==> src/rtl/cache_pkg.sv <==
package cache_pkg;

    typedef enum logic [0:0] {
        ST_IDLE = 1'b0,
        ST_MEM  = 1'b1
    } ctl_state_t;

    // strobes issued by the controller to the line store
    typedef struct packed {
        logic fill;     // write tag and data of the victim line
        logic upd;      // write data only of the matching line
        logic from_mem; // select main-memory word as returned/filled data
    } line_cmd_t;

    function automatic int idx_width(input int n);
        return (n > 1) ? $clog2(n) : 1;
    endfunction

endpackage

==> src/rtl/cache_line_store.sv <==
module cache_line_store #(
    parameter int N  = 4,
    parameter int AW = 4,
    parameter int DW = 4,
    parameter int IW = cache_pkg::idx_width(N)
) (
    input  logic            clk,
    input  logic            rst,
    input  logic [AW-1:0]   look_addr,
    input  logic            fill_en,
    input  logic [IW-1:0]   fill_idx,
    input  logic [DW-1:0]   fill_data,
    input  logic            upd_en,
    input  logic [DW-1:0]   upd_data,
    output logic [N-1:0]    match,
    output logic            hit,
    output logic [DW-1:0]   hit_data,
    output logic [N*AW-1:0] keys_flat
);

    logic [AW-1:0] key_q  [N];
    logic [DW-1:0] data_q [N];
    logic [N-1:0]  valid_q;

    for (genvar i = 0; i < N; i++) begin : g_line
        logic key_we, data_we;
        assign key_we  = fill_en && (fill_idx == IW'(i));
        assign data_we = key_we || (upd_en && match[i]);

        always_ff @(posedge clk) begin
            if (rst) begin
                valid_q[i] <= 1'b0;
                key_q[i]   <= '0;
                data_q[i]  <= '0;
            end else begin
                if (key_we) begin
                    valid_q[i] <= 1'b1;
                    key_q[i]   <= look_addr;
                end
                if (data_we) begin
                    data_q[i] <= key_we ? fill_data : upd_data;
                end
            end
        end

        assign match[i] = valid_q[i] && (key_q[i] == look_addr);
        assign keys_flat[i*AW +: AW] = key_q[i];
    end

    assign hit = |match;

    always_comb begin
        hit_data = '0;
        for (int i = 0; i < N; i++) begin
            if (match[i]) hit_data = hit_data | data_q[i];
        end
    end

endmodule

==> src/rtl/cache_victim_ptr.sv <==
module cache_victim_ptr #(
    parameter int N  = 4,
    parameter int IW = cache_pkg::idx_width(N)
) (
    input  logic          clk,
    input  logic          rst,
    input  logic          adv,
    output logic [IW-1:0] idx
);

    localparam logic [IW-1:0] LAST = IW'(N - 1);

    always_ff @(posedge clk) begin
        if (rst) begin
            idx <= '0;
        end else if (adv) begin
            idx <= (idx == LAST) ? '0 : idx + 1'b1;
        end
    end

endmodule

==> src/rtl/cache_ctrl.sv <==
module cache_ctrl
    import cache_pkg::*;
(
    input  logic      clk,
    input  logic      rst,
    input  logic      cpu_req,
    input  logic      cpu_we,
    input  logic      hit,
    input  logic      mem_ack,
    output logic      cpu_ack,
    output logic      mem_req,
    output line_cmd_t cmd
);

    ctl_state_t state_q, state_d;
    logic cache_ack;

    always_comb begin
        state_d   = state_q;
        cache_ack = 1'b0;
        mem_req   = 1'b0;
        cmd       = '0;
        case (state_q)
            ST_IDLE: begin
                if (cpu_req) begin
                    if (!cpu_we && hit) cache_ack = 1'b1;
                    else                state_d   = ST_MEM;
                end
            end
            ST_MEM: begin
                mem_req      = 1'b1;
                cmd.from_mem = !cpu_we;
                if (mem_ack) begin
                    state_d = ST_IDLE;
                    if (cpu_we && hit) cmd.upd  = 1'b1;
                    else               cmd.fill = 1'b1;
                end
            end
            default: state_d = ST_IDLE;
        endcase
    end

    // processor acknowledge: cached read OR memory completion
    assign cpu_ack = cache_ack || (mem_req && mem_ack);

    always_ff @(posedge clk) begin
        if (rst) state_q <= ST_IDLE;
        else     state_q <= state_d;
    end

endmodule

==> src/rtl/assoc_wt_cache.sv <==
module assoc_wt_cache
    import cache_pkg::*;
#(
    parameter int N  = 4,
    parameter int AW = 4,
    parameter int DW = 4
) (
    input  logic          clk,
    input  logic          rst,
    input  logic          cpu_req,
    input  logic          cpu_we,
    input  logic [AW-1:0] cpu_addr,
    input  logic [DW-1:0] cpu_wdata,
    output logic          cpu_ack,
    output logic [DW-1:0] cpu_rdata,
    output logic          mem_req,
    output logic          mem_we,
    output logic [AW-1:0] mem_addr,
    output logic [DW-1:0] mem_wdata,
    input  logic          mem_ack,
    input  logic [DW-1:0] mem_rdata
);

    localparam int IW = idx_width(N);

    logic [N-1:0]    match;
    logic            hit;
    logic [DW-1:0]   hit_data;
    logic [N*AW-1:0] keys_flat;
    logic [IW-1:0]   vidx;
    line_cmd_t       cmd;
    logic [DW-1:0]   fill_word;

    cache_ctrl u_ctrl (
        .clk     (clk),
        .rst     (rst),
        .cpu_req (cpu_req),
        .cpu_we  (cpu_we),
        .hit     (hit),
        .mem_ack (mem_ack),
        .cpu_ack (cpu_ack),
        .mem_req (mem_req),
        .cmd     (cmd)
    );

    cache_victim_ptr #(.N(N), .IW(IW)) u_vptr (
        .clk (clk),
        .rst (rst),
        .adv (cmd.fill),
        .idx (vidx)
    );

    assign fill_word = cmd.from_mem ? mem_rdata : cpu_wdata;

    cache_line_store #(.N(N), .AW(AW), .DW(DW), .IW(IW)) u_lines (
        .clk       (clk),
        .rst       (rst),
        .look_addr (cpu_addr),
        .fill_en   (cmd.fill),
        .fill_idx  (vidx),
        .fill_data (fill_word),
        .upd_en    (cmd.upd),
        .upd_data  (cpu_wdata),
        .match     (match),
        .hit       (hit),
        .hit_data  (hit_data),
        .keys_flat (keys_flat)
    );

    assign cpu_rdata = cmd.from_mem ? mem_rdata : hit_data;
    assign mem_we    = cpu_we;
    assign mem_addr  = cpu_addr;
    assign mem_wdata = cpu_wdata;

endmodule

==> config.mk <==
export PLATFORM = sky130hd
export DESIGN_NAME = assoc_wt_cache
export DESIGN_NICKNAME = d
export VERILOG_FILES = /design/src/rtl/cache_pkg.sv /design/src/rtl/cache_line_store.sv /design/src/rtl/cache_victim_ptr.sv /design/src/rtl/cache_ctrl.sv /design/src/rtl/assoc_wt_cache.sv
export SDC_FILE = /design/constraint.sdc
export NUM_CORES = 1
export LEC_CHECK = 0
export BUFFER_PORTS_ARGS = -buffer_cell sky130_fd_sc_hd__buf_2
export CAP_MARGIN = 20
export CORE_MARGIN = 8
export CORE_UTILIZATION = 37
export DETAILED_ROUTE_END_ITERATION = 8
export GPL_TIMING_DRIVEN = 0
export SETUP_SLACK_MARGIN = 0.05
export SKIP_LAST_GASP = 1
export SYNTH_ARGS = -nofsm -noshare
export SYNTH_HDL_FRONTEND = slang
export SYNTH_SLANG_ARGS = --single-unit
==> constraint.sdc <==
create_clock -name clk -period 5.8 [get_ports clk]
set_input_delay 0 -clock clk [delete_from_list [all_inputs] [get_ports clk]]
set_output_delay 0 -clock clk [all_outputs]
set_load 0.02 [all_outputs]
======== Word-level counts from Yosys, hierarchy flattened ========
Memory sizes are Yosys's and may differ from the RTL's.
Cells that the tools add are included.
storage, ports and cells
  memory bits (writable) .................. 32
  output and inout bits ................... 15
  bits of input ports ..................... 17
  memories kept ........................... 2
  logic and storage cells ................. 108
  register bits after elaboration ......... 7
cells by class
  equality and inequality tests ........... 7
  mux-type cells .......................... 57
  reductions and logical operators ........ 23
  add/subtract/negate cells ............... 1
  bitwise operators ....................... 12
memory list
  name            words  width  read ports  clocked after Yosys merged registers in  write ports  RTL line                text
  u_lines.data_q  4      4      4           0                                        4            cache_line_store.sv:22  logic [DW-1:0] data_q [N];
  u_lines.key_q   4      4      4           0                                        4            cache_line_store.sv:21  logic [AW-1:0] key_q [N];
operators by type and width
  kind                   number
  $mux W4                18
  $mux W1                35
  $eq A4 B4 Y1           4
  $logic_and A1 B1 Y1    15
  $or A4 B4 Y4           3
  $or A1 B1 Y1           8
  $logic_or A1 B1 Y1     5
  $eq A2 B2 Y1 const B   2
  $mux W2                2
  $reduce_or A4 Y1       1
  $mux W3                1
  $add A2 B1 Y2 const B  1
  $eq A2 B1 Y1 const B   1
  $logic_not A2 Y1       1
  $pmux W1 S2            1
  $logic_not A1 Y1       1
  $not A1 Y1             1

======== Logic depth before layout (Yosys ltp) ========
Gate-level depths: netlist (run 1).
  depth after elaboration ................. 13
  gate-level depth with buffers ........... 8
  gate-level depth less buffers ........... 6

======== Hierarchy ========
Synthesis (run 1) repeated with hierarchy kept, for this count alone.
second synthesis, totals
  cell total of the unflattened synthesis .. 222
  area total of the unflattened synthesis .. 2,247.2 µm²
by module, submodules not included
  module            cells an instance  seq. area each (µm²)  area each (µm²)  instances
  cache_line_store  184                1,041.0               1,864.3          1
  assoc_wt_cache    18                 0.0                   198.9            1
  cache_ctrl        12                 20.0                  97.6             1
  cache_victim_ptr  8                  40.0                  86.3             1

======== Least setup slack after synthesis (run 1) ========
No wires, ideal clock.
  path type ............................... register to register
  start ................................... memory u_lines.key_q[1][2]
  end ..................................... memory u_lines.data_q[0][0], enable pin
  stages on the path, launching flop included .. 7
  arrival ................................. 1.726 ns
  data required time ...................... 5.537 ns
  setup slack ............................. 3.810 ns
  period minus slack after synthesis ...... 1.990 ns
  library setup time ...................... 0.263 ns
  path buffers ............................ 0
  path through ............................ edfxtp_1 > xnor2_1 > nand2_1 > or3_1 > a41oi_2 > nor2_1 > a211o_1
RTL lines
  element          RTL line
  start, declared  cache_line_store.sv:21
  end, declared    cache_line_store.sv:22

==> results by group, run 1 <==
Clock tree
  – Clk Latency, worst-skew pair: about 290 ps
  – Post-CTS sizing: 0
  – Number of buffers created by CTS: 5
  – Clock buffer depth: 2
  – TritonCTS clock tree: done
  – H-tree depth: 2
  – Clock Sink Count: 39
  – Clk root buf: clkbuf_8
  – Worst-path clk slew: 70 ps

Global routing
  – GRT Total Usage: 12.1%
  – First-pass GRT wire length: 8.40 mm
  – Initial antenna violation count: 0
  – Vias in the first global route: ~1700
  – GRT overflow: 0
  – Largest net degree at the start of global routing: 13

Final layout
  – Fraction of layout cells with a size suffix above 1: 21.4%
  – Fill cells: about 580
  – N_diodes: 0
  – Area Growth Syn to Fin: 15.1%
  – Nets: 263

STA
  – Hold Slack: 52.5 ps
  – RSZ-0062 raised after global routing: no
  – Final Hold Vio Count: 0
  – Final setup fails: 0
  – Slew headroom: 41.9%
  – Fin. max-slew vios: 0
  – Tmin final: 2330 ps
  – Clk_skew: 9.03 ps
  – Setup Total Neg Slack: 0 ps
  – Slew @ Worst Pin: about 870 ps
  – Final period util: 40.2%
  – Max Fclk: ~430 MHz

Synth
  – Syn nets: around 230
  – Count leader, synth: edfxtp_1
  – Warnings from Yosys: 0
  – Synth cell types: 39
  – Ys flop type: edfxtp_1
  – Syn_area_per_cell: 10.8 sq um
  – Top cells by area, synth: edfxtp_1 (43%), dfxtp_1 (6.2%), and3_1 (4.7%)
  – Post-synth EDFFs: 32
  – Seq/Total Area, Yosys: 48.8%
  – Yosys reg bits: 39
  – Most common library cells after synthesis: edfxtp_1 (32), and3_1 (17), nor2_1 (16)
  – Mapped Area: 2260 sq um
  – Synth async-reset ratio: 0%
  – Synth top area share: 42.6%
  – Synth area leader: edfxtp_1
  – Syn Inst Count: 208

Worst setup path
  – Worst setup SP type: flip-flop
  – Worst r2r src: u_lines.key_q[2][1]
  – Critical Path Source: u_lines.key_q[1][2]
  – WP data arrival: 2330 ps
  – Critical Path Sink: cpu_ack
  – Reg2Reg Depth: 7
  – CP Buf/Inv Count: 1
  – Worst Path Max Fanout: 8
  – Setup crit end kind: output port
  – CP max stage delay: 720 ps
  – Crit-path slowest cell: nor3_1
  – Kind of cell adding the most delay to the critical path: simple AND/OR/NAND/NOR gates
  – Required @ worst endpoint: 5800 ps
  – Reg2reg end: u_lines.key_q[1][1]
  – CP Depth: 6
  – Worst reg-to-reg setup slack: 3530 ps
  – Setup CP Type: reg -> out
  – CP Cell Sequence: xnor2_1 -> nand2_1 -> nor3_1 -> nor4_1 -> o41ai_1 -> buf_2

Place
  – IO Port Bufs: 26
  – Final HPWL DP: 4.05 mm
  – RD Place Congestion: 0.802

Detailed routing
  – Initial DRC count: 93
  – Via density: 5.36
  – Drt wl/cell: 16.4 um
  – ANT nets after route: 0
  – Routed WL: 5.20 mm
  – Vias: 1706
  – Drt drc: 0
  – DRT Pass-1 Iters: 4

Min path
  – HP Class: in -> reg

Floorplanning
  – Die area: ~9000 sq um
  – Die Y-Extent: roughly 94 um
  – Core Rows: 28
  – CORE AREA: 5920 sq um
  – I/O pin cnt: 32
  – Initial core utilization: 38.1%
  – Die Wd: 94.1 um

Power
  – Pleak: 1.12 nW
  – Final Power: slightly above 0.6 mW
  – Worst VDD drop: about 0.11 mV
  – PD cells: 236 nW/um^2

Run status
  – Status: finished, final reports clean

Flow run
  – Max-cap violations: 0
[flip-flops by register name (all words and copies together) (netlist names)]
signal	flops
u_ctrl.state_q	1
u_lines.data_q	16
u_lines.key_q	16
u_lines.valid_q	4
u_vptr.idx	2
[worst min-delay path by stage]
stage                endpoint  cells past startpoint         from
2_1_floorplan     mem_addr[0]                      1  cpu_addr[0]
3_3_place_gp      mem_addr[2]                      2  cpu_addr[2]
3_5_place_dp      mem_addr[1]                      2  cpu_addr[1]
4_1_cts        u_ctrl.state_q                      3      mem_ack
5_1_grt        u_ctrl.state_q                      3      mem_ack
6_report       u_ctrl.state_q                      3      mem_ack
[stage by stage]
step           cell area [sq um]  utilization (%)  setup slack, ps  instances
6_report                    2600             43.9             3470        318
5_1_grt                     2600             43.9             3160        318
4_1_cts                     2600             43.9             3440        318
3_5_place_dp                2480             41.9             3520        309
3_3_place_gp                2480             41.9             3530        309
2_1_floorplan               2260                -             3810        208
[tightest hold or removal path: cells and delay by family]
| family | cells | cell delay, ps |
|---|---|---|
| buffers and inverters | 1 | 130 |
| AND/OR/NAND/NOR | 1 | 110 |
| AO/OA/AOI/OAI | 1 | 60 |
[cells by family after synthesis]
kind of cell	count (synthesis)	synth area share, %
AOI/OAI and AO/OA	44	15.3
buffers and inverters	26	6.88
DFF	39	48.8
adders and majority gates	4	2.22
muxes	8	3.55
and+or+nand+nor	71	17.1
xor gates and xnor gates	16	6.21
[timing repair]
item / 4_1_cts / 5_1_grt
setup endpoints to repair: 0 / 0
buffers inserted: 0 / 0
hold buffers: 1 / 0
endpoints found under the hold margin: 1 / 0
[routing by layer]
metal | up-vias | wire length, um | GRT usage, %
met2 | 27 | 2510 | 19.7
met1 | 822 | 2430 | 15.3
met3 | 7 | 189 | 2.32
met4 | 0 | 75 | 4.76
met5 | - | 0 | 0
li1 | 850 | - | -
[final cells by class]
class,count,area (sq um),share of cell area [%]
plain buffers,21,136,5.25
flip-flops and latches,39,1100,42.4
clock buffers,5,68.8,2.65
well taps,75,93.8,3.61
repair buffers,27,140,5.39
inverters,5,18.8,0.723
multi-input cells,143,1000,38.5
clock inverters,3,38.8,1.49
[cell usage in the layout, fill, tap and decap left out, drive strengths merged, types with 6 or more instances in the layout]
| cell | netlist | layout |
|---|---|---|
| nand2 | 6 | 6 |
| clkbuf | 6 | 11 |
| a22oi | 8 | 8 |
| and3 | 17 | 17 |
| nor2 | 16 | 16 |
| a22o | 10 | 10 |
| xor2 | 10 | 10 |
| xnor2 | 6 | 6 |
| nand3 | 9 | 9 |
| edfxtp | 32 | 32 |
| dfxtp | 7 | 7 |
| buf | 15 | 41 |
| nor3 | 7 | 7 |
| mux2i | 8 | 8 |
[report_power, final]
part | leakage (nW) | total (mW) | internal (mW) | switching, mW
Sequential | 0.389 | 0.318 | 0.314 | 0.00453
Clock | 0.0556 | 0.220 | 0.126 | 0.0939
Combinational | 0.677 | 0.0746 | 0.0282 | 0.0464
Note: power is estimated with default switching activity, not from simulation.
==> run 2, diff against run 1 <==
--- a/config.mk
+++ b/config.mk
@@ -5,6 +5,7 @@
 export SDC_FILE = /design/constraint.sdc
 export NUM_CORES = 1
 export LEC_CHECK = 0
+export ABC_AREA = 1
 export BUFFER_PORTS_ARGS = -buffer_cell sky130_fd_sc_hd__buf_2
 export CAP_MARGIN = 20
 export CORE_MARGIN = 8
==> constraint.sdc (replaced) <==
create_clock -name clk -period 2.35 [get_ports clk]
set_input_delay 0 -clock clk [delete_from_list [all_inputs] [get_ports clk]]
set_output_delay 0 -clock clk [all_outputs]
set_load 0.02 [all_outputs]
==> run 2 against run 1 <==
Critical path depth grew 4. Final area grew 7.2%. Synthesized cell count grew 50%. Global-route usage grew 0.34 points. Cell count grew 34%. Critical path type is now reg -> reg. Critical endpoint is now u_lines.data_q[1][0]. Largest cell class unchanged. Highest routed layer unchanged.
==> results by group, run 2 <==
Run status
  – Status: finished, final reports clean

STA
  – Max Fclk: slightly below 500 MHz
  – Clk_skew: 7.44 ps (-1.59 ps)
  – RSZ-0062 raised after global routing: no
  – Fin. max-slew vios: 0 (unchanged)
  – Final setup fails: 0 (unchanged)
  – Final period util: ~86%
  – PnR worst setup slack: 338 ps (-3130 ps)
  – Slew @ Worst Pin: 527 ps (-338 ps)
  – Final Hold Vio Count: 0 (unchanged)
  – Slew headroom: 64.8% (+23 points)
  – Setup Total Neg Slack: 0 ps (unchanged)
  – Tmin final: 2010 ps

Detailed routing
  – DRT Pass-1 Iters: 4 (unchanged)
  – Vias: 2061 (+21%)
  – Initial DRC count: 88 (-5.4%)
  – Via density: 4.83 (-10%)
  – Routed WL: 5.62 mm (+8.1%)
  – Drt drc: 0 (unchanged)
  – ANT nets after route: 0 (unchanged)
  – Drt wl/cell: 13.2 um (-20%)

Synth
  – Seq/Total Area, Yosys: 45.1% (-3.7 points)
  – Syn nets: 333 (+45%)
  – Synth top area share: 39.4% (-3.2 points)
  – Synth async-reset ratio: 0% (unchanged)
  – Count leader, synth: nand2_1
  – Post-synth EDFFs: 32 (unchanged)
  – Synth cell types: 26 (-33%)
  – Synth area leader: edfxtp_1
  – Warnings from Yosys: 0 (unchanged)
  – Syn_area_per_cell: 7.82 sq um (-28%)
  – Most common library cells after synthesis: nand2_1 (112), inv_1 (36), nor2_1 (34)
  – Top cells by area, synth: edfxtp_1 (39%), nand2_1 (17%), dfxtp_1 (5.7%)
  – Syn Inst Count: 312 (+50%)
  – Yosys reg bits: 39 (unchanged)
  – Ys flop type: edfxtp_1
  – Mapped Area: 2440 sq um (+8.2%)

Global routing
  – First-pass GRT wire length: 9.83 mm (+17%)
  – Largest net degree at the start of global routing: 12 (-1)
  – GRT Total Usage: 12.4% (+0.34 points)
  – Initial antenna violation count: 0 (unchanged)
  – Vias in the first global route: 2072 (+24%)
  – GRT overflow: 0 (unchanged)

Place
  – RD Place Congestion: 0.769 (-4.0%)
  – Final HPWL DP: 4.48 mm (+10%)
  – Cell Area, Placed: 2690 sq um (+8.3%)
  – Pre-CTS WS: 357 ps (-3160 ps)
  – IO Port Bufs: 30 (+15%)

Final layout
  – Area Growth Syn to Fin: 14.1%
  – N_diodes: 0 (unchanged)
  – Nets: 371 (+41%)
  – Fill cells: 633 (+9.0%)
  – Biggest regs: u_lines.data_q: 16 flops, u_lines.key_q: 16 flops, u_lines.valid_q: 4 flops
  – Most common cell after layout, fill and taps aside: nand2_1
  – Finished Cell Area: 2780 sq um (+7.2%)
  – Most frequent cells in the layout: nand2_1 (112), inv_1 (36), nor2_1 (34), buf_2 (32), edfxtp_1 (32)
  – Fraction of layout cells with a size suffix above 1: 18.6% (-2.8 points)

Floorplanning
  – Die area: 9450 sq um (+6.7%)
  – Core Rows: 29 (+3.6%)
  – Initial core utilization: 38.4% (+0.32 points)
  – CORE AREA: 6350 sq um (+7.2%)
  – Die Wd: 97.2 um (+3.3%)
  – Die Y-Extent: 97.2 um (+3.3%)
  – I/O pin cnt: 32 (unchanged)

Clock tree
  – Post-CTS sizing: 0 (unchanged)
  – Clk Latency, worst-skew pair: 290 ps (about the same)
  – Clock buffer depth: 2 (unchanged)
  – TritonCTS clock tree: done
  – Clock Sink Count: 39 (unchanged)
  – Number of buffers created by CTS: 5 (unchanged)
  – Cts hold-fix bufs: 1 (unchanged)
  – Worst-path clk slew: 80 ps (about the same)
  – Setup Fix Bufs, Post-CTS: 0 (unchanged)
  – Clk root buf: clkbuf_8
  – H-tree depth: 2 (unchanged)

Worst setup path
  – Worst setup SP type: flip-flop
  – Required @ worst endpoint: 2340 ps (-3460 ps)
  – Worst Path Max Fanout: 10 (+2)
  – Setup crit end kind: flip-flop
  – Setup CP Type: reg -> reg
  – WP data arrival: 2010 ps (-320 ps)
  – Reg2Reg Depth: 10 (+3)

Power
  – PD cells: 527 nW/um^2 (+120%)
  – Worst VDD drop: 0.268 mV (+150%)
  – Final Power: 1.47 mW (+140%)
  – Pleak: 1.49 nW (+33%)

Min path
  – HP Class: in -> reg
  – Hold depth: 3 (unchanged)

Flow run
  – Max-cap violations: 0 (unchanged)
[run 2: cell count changes in the layout (fill, tap and decap cells not counted), sizes merged, moves of 6 or more]
cell and change:
inv +35, nor2 +18, a22oi -8, mux2i -8, nand4 +21, and3 -17, nor3 -6, xor2 -10
nand2 +109, o21ai +9
[run 2: where the power goes]
part | switching, mW | total, mW | leakage (nW) | internal, mW
logic | 0.142 | 0.213 | 1.05 | 0.0709
registers | 0.0136 | 0.790 | 0.389 | 0.777
clock network | 0.232 | 0.463 | 0.0470 | 0.230
[run 2: cell type report]
cell class | count | area, sq um | area share [%]
flip-flops and latches | 39 | 1100 | 39.6
multi-input cells | 216 | 1080 | 38.7
repair buffers | 31 | 160 | 5.75
inverters | 40 | 150 | 5.39
plain buffers | 17 | 111 | 4.00
well taps | 77 | 96.3 | 3.46
clock buffers | 6 | 82.6 | 2.97
clock inverters | 1 | 5.00 | 0.180
[run 2: per-layer routing]
layer | vias up | global-route usage, % | part of all wire, % | routed length [um]
li1 | 1086 | - | - | -
met1 | 922 | 15.9 | 47 | 2620
met2 | 46 | 19.9 | 46 | 2590
met3 | 7 | 2.49 | 5.7 | 319
met4 | 0 | 4.85 | 1.6 | 91
met5 | - | 0 | 0 | 0
[run 2: cells by family after synthesis]
group                      Yosys count  synth area share (%)
buffers and inverters               57                  10.7
xor gates and xnor gates             4                  1.44
DFF                                 39                  45.1
and+or+nand+nor                    186                  34.3
AOI/OAI and AO/OA                   22                  6.36
adders and majority gates            4                  2.05
[run 2: through the flow]
step | util [%] | hold slack [ps] | instances
2_1_floorplan | - | 79.3 | 312
3_3_place_gp | 42.3 | 186 | 419
3_5_place_dp | 42.3 | 190 | 419
4_1_cts | 43.8 | 13.6 | 427
5_1_grt | 43.8 | 43.1 | 427
6_report | 43.8 | 2.25 | 427
[run 2: worst max-delay path, stage by stage, from the launching register on]
cell and delay (ps):
edfxtp_1 360, inv_1 70, nor2_1 40, nor2_1 130, nand3_1 140, nand2_2 130
o21ai_4 120, buf_6 170, nor2_1 250, nand2_1 110, nand3_1 180
[run 2: worst paths after layout]
check                      start                   end  slack [ps]
max reg2reg  u_lines.key_q[0][3]  u_lines.data_q[1][0]         340
max          u_lines.key_q[0][3]  u_lines.data_q[1][0]         340
min reg2reg   u_lines.valid_q[1]    u_lines.valid_q[1]         460
min                      cpu_req        u_ctrl.state_q           2
